## src/rtl/dslope_seq.sv

```systemverilog
module dslope_seq #(
  parameter int AZ_CLKS    = 10000,
  parameter int INT_CLKS   = 10000,
  parameter int FULL_CNT   = 20000,
  parameter int ZERO_SHORT = 150,
  parameter int ZERO_LONG  = 6200,
  parameter int MAG_W      = 15
) (
  input  logic             clk,
  input  logic             rst,
  input  logic             cmp_in,
  output logic [1:0]       phase,
  output logic             az_close,
  output logic             sel_sig,
  output logic             sel_ref,
  output logic             ref_neg,
  output logic             zero_close,
  output logic             result_valid,
  output logic             result_neg,
  output logic [MAG_W-1:0] result_mag,
  output logic             over_range
);
  localparam int M1    = AZ_CLKS > INT_CLKS ? AZ_CLKS : INT_CLKS;
  localparam int M2    = M1 > FULL_CNT + 3 ? M1 : FULL_CNT + 3;
  localparam int CMAX  = M2 > ZERO_LONG ? M2 : ZERO_LONG;
  localparam int CNT_W = $clog2(CMAX + 1);

  localparam logic [1:0] PH_AZ = 2'd0, PH_INT = 2'd1, PH_DE = 2'd2, PH_ZERO = 2'd3;

  logic [1:0]       sync;
  logic             pos;
  logic             long_zero;
  logic [CNT_W-1:0] cnt;
  logic             last;

  wire cmp_s   = sync[1];
  // first two deintegrate samples still carry integrate-phase levels
  wire crossed = (cmp_s != pos) && (cnt >= CNT_W'(2));
  wire at_lim  = cnt == CNT_W'(FULL_CNT + 2);
  wire [CNT_W-1:0] zero_len = long_zero ? CNT_W'(ZERO_LONG) : CNT_W'(ZERO_SHORT);

  assign az_close   = phase == PH_AZ;
  assign sel_sig    = phase == PH_INT;
  assign sel_ref    = phase == PH_DE;
  assign zero_close = phase == PH_ZERO;
  assign ref_neg    = sel_ref & pos;

  always_comb begin
    case (phase)
      PH_AZ:   last = cnt == CNT_W'(AZ_CLKS - 1);
      PH_INT:  last = cnt == CNT_W'(INT_CLKS - 1);
      PH_DE:   last = crossed | at_lim;
      default: last = cnt == zero_len - CNT_W'(1);
    endcase
  end

  always_ff @(posedge clk) begin
    if (rst) begin
      sync         <= '0;
      pos          <= 1'b0;
      long_zero    <= 1'b0;
      cnt          <= '0;
      phase        <= PH_AZ;
      result_valid <= 1'b0;
      result_neg   <= 1'b0;
      result_mag   <= '0;
      over_range   <= 1'b0;
    end else begin
      sync         <= {sync[0], cmp_in};
      result_valid <= 1'b0;
      if (last) begin
        cnt   <= '0;
        phase <= phase + 2'd1;
      end else begin
        cnt <= cnt + CNT_W'(1);
      end
      if (phase == PH_INT && last) pos <= cmp_s;
      if (phase == PH_DE && last) begin
        result_valid <= 1'b1;
        result_neg   <= ~pos;
        over_range   <= ~crossed;
        long_zero    <= ~crossed;
        result_mag   <= crossed ? MAG_W'(cnt - CNT_W'(2)) : MAG_W'(FULL_CNT);
      end
    end
  end
endmodule

```

## config.mk

```make
export PLATFORM = sky130hd
export DESIGN_NAME = dslope_seq
export DESIGN_NICKNAME = d
export VERILOG_FILES = /design/src/rtl/dslope_seq.sv
export SDC_FILE = /design/constraint.sdc
export NUM_CORES = 1
export LEC_CHECK = 0
export ABC_AREA = 1
export BUFFER_PORTS_ARGS = -buffer_cell sky130_fd_sc_hd__buf_4
export CORE_ASPECT_RATIO = 1.75
export CORE_UTILIZATION = 45
export DETAILED_ROUTE_END_ITERATION = 12
export MAX_ROUTING_LAYER = met4
export PLACE_DENSITY_LB_ADDON = 0.1
export SYNTH_ARGS = -nofsm -noshare
export SYNTH_HDL_FRONTEND = slang
export SYNTH_SLANG_ARGS = --single-unit
```

## constraint.sdc

```tcl
create_clock -name clk -period 2.4 [get_ports clk]
set_input_delay 0.36 -clock clk [delete_from_list [all_inputs] [get_ports clk]]
set_output_delay 0.36 -clock clk [all_outputs]
set_load 0.02 [all_outputs]
```

==> qor.yml <==
cells_and_area:
  diodes: 0
  final_cell_mix: "65 x nand2_1, 42 x nor2_1, 38 x dfxtp_1"
  final_core_util_pct: 54.7
  seq_area_sq_um: 761
  area_delta_synth_final_pct: 15.0
  layout_commonest_cell: "nand2_1"
  fill_cells: 458
  fin_area_sq_um: 2450
  drive_above_1_share_pct: 18.2
  multi_input_comb_area_sq_um: 1140
  nets: 335
detailed_routing:
  drtAntennaViolNets: 0
  num_vias: 1884
  drt_first_pass_iters: 4
  post_drt_wl_per_cell_microns: 13.5
  drt_iter0_drc: 66
  vias_per_cell: 5.01
  wirelength_mm: 5.09
  drcViolationCount: 0
critical_path:
  critPathLaunchType: "flip-flop"
  cp_top_family: "simple AND/OR/NAND/NOR gates"
  cp-end-kind: "flip-flop"
  crit_cells: 11
  cp_slowest_stage_delay_ns: 0.42
  worstSetupPathType: "flip-flop to flip-flop"
  endpoint: "pos"
  worstSetupStartpoint: "phase[0]"
  path_cells: "inv_1 -> ha_1 -> or2_2 -> nor2_1 -> nand2_1 -> nor2_1 -> nand3_1 -> nand3_1 -> nand3_1 -> nand2_1 -> nor2_1"
  arrival_ns: 2.22
  r2r_setup_slack_ns: 0.36
  crit_required_ns: 2.59
  cp_max_fo: 6
  r2r_cells: 11
  r2r_start: "phase[0]"
  rr_endpoint: "pos"
  worst-path-buf-inv: 1
  worst_path_max_delay_cell: "dfxtp_1"
clock_tree:
  cts_resized: 0
  postCtsSetupBuffers: 0
  ctsHoldBuffers: 0
  root_buffer: "clkbuf_8"
  cts_made_buffers: 5
  clkLatencyLatePin_ns: 0.30
  h-tree-depth: 2
  path_clk_slew_ns: 0.08
  cts_sinks: 38
  clockBufferDepth: 2
  cts_tree: "yes"
synthesis:
  ys_ff_latch: 38
  syn_nets: 309
  async_flop_share_pct: 0
  ys_seq_area_share_pct: 35.7
  syn_area_per_cell_sq_um: 7.15
  synth_edf_count: 0
  ys_warn_count: 0
  synthDistinctLibCells: 28
  netlist_instances: 298
  netlist_area_sq_um: 2130
  synth-main-ff-cell: "dfxtp_1"
global_route:
  grt_antenna_before_repair: 0
  gr-total-overflow: 0
  grt_pass1_wl_mm: 8.42
  use_met1_pct: 27.2
  grt_max_degree: 17
  grt_use_met3_pct: 3.74
  grt_use_total_pct: 23.4
  busiest_layer: "met2"
  use_met2_pct: 37.4
  grt_pass1_vias: 1801
hold_path:
  min_path_type: "input port to flip-flop"
sta:
  worst_slew_pin_slew_ns: 0.594
  tns_ns: 0
  slew_violations: 0
  post-route-period-util_pct: 84.8
  hold_viol: 0
  setup_viol_count_final: 0
  period_minus_slack_ns: 2.04
  slew_headroom_pct: 60.1
  holdWs_ns: 0.259
  max_freq_ghz: 0.491
  rsz0062_at_grt: "false"
  skew_ns: 0.00719
power_and_ir_drop:
  leakage_uw: 0.00109
  power_uw: 1410
  p_per_area_nw_per_um2: 574
  peakVddDrop_uv: 639
place:
  place_area_sq_um: 2310
  place.gp.congestion: 0.888
  port-buffer-count: 27
  dp_hpwl_mm: 3.88
flow_run:
  drv_cap: 0
floorplan:
  num_rows: 32
  dieArea_sq_um: 5030
  die_y_microns: 93.1
  initial_utilization_pct: 47.5
  core_sq_um: 4480
  fp.dieW_microns: 54.0
  ios: 28
run_status:
  outcome: "finished, final reports clean"
-- worst register-to-register path: stages, from the launching register on --
cell     delay (ns)
dfxtp_1        0.42
inv_1          0.09
ha_1           0.31
or2_2          0.31
nor2_1         0.09
nand2_1        0.05
nor2_1         0.09
nand3_1        0.16
nand3_1        0.23
nand3_1        0.10
nand2_1        0.07
nor2_1         0.03
-- registers in the layout, summed over array words and instances, names as in the netlist --
signal,flops
result_mag,15
phase,2
long_zero,1
sync,2
result_valid,1
pos,1
result_neg,1
cnt,15
-- cell families after synthesis --
| kind of cell | synth area share [%] |
|---|---|
| and+or+nand+nor | 35.8 |
| buffers and inverters | 10.9 |
| DFF | 35.7 |
| AOI/OAI and AO/OA | 6.81 |
| xor gates and xnor gates | 6.16 |
| adders and majority gates | 4.70 |
-- stage by stage --
stage                     setup WS (ns)  std cells
after CTS                         0.339        376
after detailed placement          0.345        368
after global routing             0.0996        376
after floorplan                   0.364        298
final                             0.364        376
after global placement            0.342        368
-- area by class of cell --
| cell class | count | share of cell area [%] |
|---|---|---|
| multi-input cells | 215 | 46.5 |
| flip-flops and latches | 38 | 31.0 |
| repair buffers | 28 | 8.57 |
| inverters | 36 | 5.71 |
| clock buffers | 5 | 2.81 |
| clock inverters | 3 | 2.81 |
| well taps | 51 | 2.60 |
-- synthesized netlist by cell type (4+ instances only) --
library cell	count	area, sq um
nand4_1	6	37.5
a21oi_1	17	85.1
nor2_1	42	158
nor2_4	4	45.0
ha_1	8	100
nand3_1	24	120
nor2_2	8	50.1
inv_2	4	15.0
nor3_1	6	30.0
nand2_1	65	244
o21ai_0	12	60.1
dfxtp_1	38	761
buf_6	4	45.0
inv_1	30	113
xor2_1	14	123
-- worst min-delay path by stage --
stage | start | end | slack (ns) | cells after the start
after detailed placement | sync[0] | sync[1] | 0.40 | 2
after global placement | sync[0] | sync[1] | 0.39 | 2
after global routing | cmp_in | sync[0] | 0.26 | 3
after floorplan | sync[0] | sync[1] | 0.39 | 2
final | cmp_in | sync[0] | 0.26 | 3
after CTS | cmp_in | sync[0] | 0.26 | 3
-- report_power, final --
part	leakage (uW)	switching [uW]	internal, uW
combinational	0.000718	65.3	34.2
sequential	0.000307	8.08	636
clock	0.0000683	247	417
total	0.00109	320	1090
-- layer usage --
layer / vias to the layer above / share of wire (%)
met5: - / 0
met4: 0 / 3.9
met3: 13 / 2.7
met2: 35 / 50
met1: 847 / 43
li1: 989 / -
Note: power is estimated with default switching activity, not from simulation.
